### config.mk
export PLATFORM = sky130hd
export DESIGN_NAME = wdt_regif
export DESIGN_NICKNAME = d
export VERILOG_FILES = /design/src/rtl/wdt_regif_pkg.sv /design/src/rtl/wdt_regif_keyfsm.sv /design/src/rtl/wdt_regif_wrdec.sv /design/src/rtl/wdt_regif_rdmux.sv /design/src/rtl/wdt_regif.sv
export SDC_FILE = /design/constraint.sdc
export NUM_CORES = 1
export LEC_CHECK = 0
export BUFFER_PORTS_ARGS = -buffer_cell sky130_fd_sc_hd__buf_2
export CORE_ASPECT_RATIO = 0.7
export CORE_MARGIN = 4
export CORE_UTILIZATION = 27
export CTS_CLUSTER_DIAMETER = 40
export DETAILED_ROUTE_END_ITERATION = 6
export PLACE_DENSITY_LB_ADDON = 0.15
export SETUP_SLACK_MARGIN = 0.4
export SYNTH_ARGS = -nofsm -noshare
export SYNTH_HDL_FRONTEND = slang
export SYNTH_SLANG_ARGS = --single-unit
### constraint.sdc
create_clock -name clk_i -period 1.35 [get_ports clk_i]
set_input_delay 0.135 -clock clk_i [delete_from_list [all_inputs] [get_ports clk_i]]
set_output_delay 0.135 -clock clk_i [all_outputs]
set_load 0.01 [all_outputs]
### src/rtl/wdt_regif_pkg.sv
package wdt_regif_pkg;
  typedef enum logic [1:0] {
    SZ_BYTE = 2'd0,
    SZ_HALF = 2'd1,
    SZ_WORD = 2'd2,
    SZ_RSVD = 2'd3
  } acc_size_e;

  typedef enum logic [1:0] {
    KS_IDLE = 2'd0,
    KS_KEY1 = 2'd1,
    KS_OPEN = 2'd2
  } key_state_e;

  localparam logic [31:0] KEY_FIRST  = 32'h80;
  localparam logic [31:0] KEY_SECOND = 32'h86;
  localparam int PING_BIT  = 8;
  localparam int CLR_BIT_A = 9;
  localparam int CLR_BIT_B = 12;
endpackage

### src/rtl/wdt_regif_keyfsm.sv
module wdt_regif_keyfsm
  import wdt_regif_pkg::*;
(
  input  logic clk_i,
  input  logic rst_ni,
  input  logic key1_i,
  input  logic key2_i,
  input  logic consume_i,
  input  logic byte_nonkey_i,
  output logic key_seen_o,
  output logic unlocked_o
);
  key_state_e state_q, state_d;

  always_comb begin
    state_d = state_q;
    if (key1_i)         state_d = KS_KEY1;
    else if (key2_i)    state_d = KS_OPEN;
    else if (consume_i) state_d = KS_IDLE;
  end

  always_ff @(posedge clk_i or negedge rst_ni) begin
    if (!rst_ni) state_q <= KS_IDLE;
    else         state_q <= state_d;
  end

  assign key_seen_o = (state_q == KS_KEY1);
  assign unlocked_o = (state_q == KS_OPEN);

  assert_open_after_key_R3: assert property (@(posedge clk_i) disable iff (!rst_ni)
    (state_q == KS_OPEN && $past(state_q) != KS_OPEN) |-> $past(key2_i));

  assert_byte_keeps_state_R7: assert property (@(posedge clk_i) disable iff (!rst_ni)
    byte_nonkey_i |=> $stable(state_q));

  assert_key1_lands_R2: assert property (@(posedge clk_i) disable iff (!rst_ni)
    key1_i |=> state_q == KS_KEY1);
endmodule

### src/rtl/wdt_regif_wrdec.sv
module wdt_regif_wrdec
  import wdt_regif_pkg::*;
#(
  parameter int ADDR_W    = 4,
  parameter int DATA_W    = 32,
  parameter int PRELOAD_W = 20,
  parameter logic [ADDR_W-1:0] OFS_S1  = 'h0,
  parameter logic [ADDR_W-1:0] OFS_S2  = 'h4,
  parameter logic [ADDR_W-1:0] OFS_RLD = 'hC
) (
  input  logic                 wr_en_i,
  input  logic [ADDR_W-1:0]    addr_i,
  input  logic [1:0]           size_i,
  input  logic [DATA_W-1:0]    wdata_i,
  input  logic                 key_seen_i,
  input  logic                 unlocked_i,
  output logic                 key1_o,
  output logic                 key2_o,
  output logic                 consume_o,
  output logic                 byte_nonkey_o,
  output logic                 ping_o,
  output logic                 clr_o,
  output logic                 ld1_o,
  output logic                 ld2_o,
  output logic [PRELOAD_W-1:0] ld_val_o
);
  logic [DATA_W-1:0] val;
  logic is_half, is_word, at_rld, nonkey;

  always_comb begin
    unique case (acc_size_e'(size_i))
      SZ_HALF: val = DATA_W'(wdata_i[15:0]);
      SZ_WORD: val = wdata_i;
      default: val = DATA_W'(wdata_i[7:0]);
    endcase
  end

  assign is_half = (size_i == SZ_HALF);
  assign is_word = (size_i == SZ_WORD);
  assign at_rld  = (addr_i == OFS_RLD);

  assign key1_o  = wr_en_i && at_rld && val == DATA_W'(KEY_FIRST);
  assign key2_o  = wr_en_i && at_rld && val == DATA_W'(KEY_SECOND) && key_seen_i;
  assign nonkey  = wr_en_i && !key1_o && !key2_o;
  assign consume_o     = nonkey && unlocked_i && (is_half || is_word);
  assign byte_nonkey_o = nonkey && !(is_half || is_word);

  assign ping_o   = consume_o && is_half && at_rld && wdata_i[PING_BIT];
  assign clr_o    = consume_o && is_half && at_rld &&
                    (wdata_i[CLR_BIT_A] || wdata_i[CLR_BIT_B]);
  assign ld1_o    = consume_o && is_word && addr_i == OFS_S1;
  assign ld2_o    = consume_o && is_word && addr_i == OFS_S2;
  assign ld_val_o = wdata_i[PRELOAD_W-1:0];

  always_comb begin
    assert_load_word_only_R6: assert (!(ld1_o || ld2_o) || is_word);
    assert_ping_half_only_R4: assert (!(ping_o || clr_o) || is_half);
    assert_locked_silent_R9: assert (unlocked_i || !(ping_o || clr_o || ld1_o || ld2_o));
  end
endmodule

### src/rtl/wdt_regif_rdmux.sv
module wdt_regif_rdmux
  import wdt_regif_pkg::*;
#(
  parameter int ADDR_W = 4,
  parameter int DATA_W = 32,
  parameter logic [ADDR_W-1:0] OFS_RLD = 'hC
) (
  input  logic              rd_en_i,
  input  logic [ADDR_W-1:0] addr_i,
  input  logic [1:0]        size_i,
  input  logic              flag_i,
  output logic [DATA_W-1:0] rdata_o
);
  always_comb begin
    rdata_o = '0;
    if (rd_en_i && size_i == SZ_HALF && addr_i == OFS_RLD) begin
      rdata_o[CLR_BIT_A] = flag_i;
      rdata_o[CLR_BIT_B] = flag_i;
    end
  end

  always_comb begin
    assert_flag_mirror_R10: assert (rdata_o[CLR_BIT_A] == rdata_o[CLR_BIT_B]);
    assert_idle_read_zero_R10: assert (rd_en_i || rdata_o == '0);
  end
endmodule

### src/rtl/wdt_regif.sv
module wdt_regif
  import wdt_regif_pkg::*;
#(
  parameter int ADDR_W    = 4,
  parameter int DATA_W    = 32,
  parameter int PRELOAD_W = 20
) (
  input  logic                 clk_i,
  input  logic                 rst_ni,
  input  logic                 wr_en_i,
  input  logic                 rd_en_i,
  input  logic [ADDR_W-1:0]    addr_i,
  input  logic [1:0]           size_i,
  input  logic [DATA_W-1:0]    wdata_i,
  output logic [DATA_W-1:0]    rdata_o,
  input  logic                 flag_i,
  output logic                 ping_o,
  output logic                 clr_flag_o,
  output logic                 load_s1_o,
  output logic                 load_s2_o,
  output logic [PRELOAD_W-1:0] load_val_o
);
  localparam logic [ADDR_W-1:0] OFS_S1  = ADDR_W'(0);
  localparam logic [ADDR_W-1:0] OFS_S2  = ADDR_W'(4);
  localparam logic [ADDR_W-1:0] OFS_RLD = ADDR_W'(12);

  logic key1, key2, consume, byte_nonkey, key_seen, unlocked;

  wdt_regif_keyfsm u_fsm (
    .clk_i, .rst_ni,
    .key1_i(key1), .key2_i(key2), .consume_i(consume), .byte_nonkey_i(byte_nonkey),
    .key_seen_o(key_seen), .unlocked_o(unlocked)
  );

  wdt_regif_wrdec #(
    .ADDR_W(ADDR_W), .DATA_W(DATA_W), .PRELOAD_W(PRELOAD_W),
    .OFS_S1(OFS_S1), .OFS_S2(OFS_S2), .OFS_RLD(OFS_RLD)
  ) u_dec (
    .wr_en_i, .addr_i, .size_i, .wdata_i,
    .key_seen_i(key_seen), .unlocked_i(unlocked),
    .key1_o(key1), .key2_o(key2), .consume_o(consume), .byte_nonkey_o(byte_nonkey),
    .ping_o, .clr_o(clr_flag_o), .ld1_o(load_s1_o), .ld2_o(load_s2_o),
    .ld_val_o(load_val_o)
  );

  wdt_regif_rdmux #(.ADDR_W(ADDR_W), .DATA_W(DATA_W), .OFS_RLD(OFS_RLD)) u_rd (
    .rd_en_i, .addr_i, .size_i, .flag_i, .rdata_o
  );

  assert_action_relocks_R8: assert property (@(posedge clk_i) disable iff (!rst_ni)
    (ping_o || clr_flag_o || load_s1_o || load_s2_o) |=> !unlocked);

  assert_pulse_with_write_R11: assert property (@(posedge clk_i) disable iff (!rst_ni)
    (ping_o || clr_flag_o || load_s1_o || load_s2_o) |-> wr_en_i);

  assert_single_target_R6: assert property (@(posedge clk_i) disable iff (!rst_ni)
    $onehot0({load_s1_o, load_s2_o, ping_o || clr_flag_o}));
endmodule

==> metrics.md <==
| Metric | Value |
|---|---|
| Status | complete, but fails checks |
| Failing checks | negative setup slack |
| Remaining antenna violation count after routing | 0 |
| Clk sinks | 2 |
| CP max-delay cell | nor4b_4 |
| Setup crit end kind | output port |
| 1st-iter DRT viols | 15 |
| Root Driver | clkbuf_8 |
| H-tree levels | 1 |
| Setup-failing EPs final | 5 |
| Layout Nets | 202 |
| Post-synthesis register bit count | 2 |
| Num CTS Buffers | 3 |
| CP peak stage delay | about 400 ps |
| Worst-path fanout max | 3 |
| Tmin final | 1510 ps |
| First-pass GRT wire length | roughly 3.2 mm |
| Hold Crit Class | in2async |
| Reg clk slew, reported paths | ~30 ps |
| Row cnt | 15 |
| Placer Congestion | around 0.81 |
| Core Region | 2480 um^2 |
| Die height | approximately 51 um |
| Vias per Instance | 4.05 |
| Pwr dens | 456 nW/um^2 |
| Fin worst setup slack | -164 ps |
| Layout cell share with drive strength beyond 1 | 72.3% |
| IO Pins | 99 |
| Kind of start point of the critical path | primary input |
| Die area | 3520 um^2 |
| Synth warnings | 0 |
| Drt total wl | 2.18 mm |
| Data required time of the worst path | 1220 ps |
| Synth async-reset ratio | 100% |
| Max-Cap Viols | 0 |
| DR vias | 766 |
| Diodes inserted | 0 |
| Number of global-route vias before repair | 750 |
| Post-Syn Area | about 700 um^2 |
| Top FF cell, synth | dfrtp_1 |
| Unrepaired setup endpoints after global routing | true |
| Post-route DRC | 0 |
| Crit-path cells | buf_6, nor4bb_2, buf_4, nand3_4, nor4b_4, nor3b_2, buf_2 |
| Period utilization | 112% |
| Post-synthesis sequential area ratio | around 7.1% |
| Initial Util | 28.6% |
| EDFF count, synth | 0 |
| Drt first pass iters | 4 |
| Clock Skew | between 0.6 and 0.7 ps |
| Max reg flops | 2 |
| Peak supply drop | 0.362 mV |
| CTS tree | built |
| Initial antenna violation count | 0 |
| Crit path DAT | 1380 ps |
| Peak Freq | 661 MHz |
| Biggest regs | u_fsm.state_q x2 |
| GRT Total Usage | 11.4% |
| Worst-Skew Late Latency | roughly 210 ps |
| Final Max Tran Viols | 0 |
| Deepest clock path buffer count | 2 |
| Avg Inst Size Synth | between 7 and 8 um^2 |
| Pwr Total | around 0.00056 W |
| Largest net degree at the start of global routing | 4 |
| Die X | 69.3 um |
| Synth unique cells | 25 |
| Syn-to-layout area delta | 72.5% |
| Final hold violations | 0 |
| Port bufs | 68 |
| Gr ovfl total | 0 |
| DP HPWL | 1.83 mm |
| Pre-CTS setup slack | -242 ps |
| LEAKAGE | ~0.63 nW |
| WS Path Type | in2out |
| Post-DR wirelength/cell | 11.5 um |
| Syn Inst Count | 90 |
| Biggest register | u_fsm.state_q |
==> through the flow <==
step,utilization (%),cell area [um^2],instances,hold slack (ps),TNS (ps)
after floorplan,-,935,119,-161,0
after global placement,40.2,995,178,-78.0,-718
after detailed placement,40.2,995,178,-74.5,-764
after CTS,47.8,1180,188,231,-650
after global routing,49.4,1220,189,264,-1070
final,49.4,1220,189,240,-675
==> cell usage after synthesis (all sizes together) (2+ instances only) <==
master / n / area (um^2)
nor4: 6 / 62.6
inv: 3 / 11.3
nand3: 2 / 10.0
dfrtp: 2 / 50.1
nor3: 2 / 10.0
ha: 2 / 25.0
and4bb: 2 / 25.0
nor2: 5 / 18.8
buf: 51 / 383
==> cell families after synthesis <==
logic type,count (synthesis),share of synthesized area [%]
compound gates,4,4.23
fa+ha+maj,2,3.53
buf+inv,54,55.6
flops,2,7.05
other cells,1,0.529
simple gates,27,29.1
==> layout make-up <==
class / instances / area [um^2]
Tap cell: 34 / 42.5
Clock buffer: 3 / 41.3
Sequential cell: 2 / 50.0
Inverter: 3 / 13.8
Fill cell: 253 / 1250
Timing Repair Buffer: 84 / 534
Multi-Input combinational cell: 63 / 542
==> worst max-delay path: cells and delay by family <==
family / cells / cell delay (ps)
simple gates: 4 / 830
buf+inv: 3 / 410
==> repair_timing <==
action                                  CTS  global route
hold endpoints to repair                  2             0
resized for setup                        18             8
setup buffers                             6             1
hold buffers                              1             0
endpoints found under the setup margin    8             8
pin swaps                                 8             7
==> cell usage in the layout, fill, tap and decap left out, drive strengths merged, types with 2 or more instances in the layout <==
cell type / Yosys / routed
and4bb: 2 / 2
buf: 51 / 83
clkbuf: 0 / 3
conb: 1 / 30
dfrtp: 2 / 2
ha: 2 / 2
inv: 3 / 3
nand3: 2 / 2
nor2: 5 / 5
nor3: 2 / 2
nor4: 6 / 6
==> metal layers <==
| layer | global-route usage, % | share of wire, % |
|---|---|---|
| met1 | 11.1 | 31 |
| met2 | 21.8 | 53 |
| met3 | 4.32 | 14 |
| met5 | 0 | 0 |
| met4 | 4.87 | 1.4 |
==> where the power goes <==
part	internal (W)	total (W)	switching, W
Combinational	0.000119	0.000262	0.000142
Clock	0.000189	0.000236	0.0000470
Sequential	0.0000606	0.0000607	0.000000109
==> worst paths after layout <==
check,startpoint,to,slack (ps),cells past startpoint
max in group asynchronous,rst_ni,u_fsm.state_q[1],1010,2
worst max-delay path,wdata_i[3],ping_o,-160,7
worst min-delay path,rst_ni,u_fsm.state_q[0],240,2
min in group clk_i,wdata_i[6],u_fsm.state_q[1],370,5
worst min register to register,u_fsm.state_q[0],u_fsm.state_q[0],600,2
worst max register to register,u_fsm.state_q[1],u_fsm.state_q[0],-120,5
Note: power is estimated with default switching activity, not from simulation.
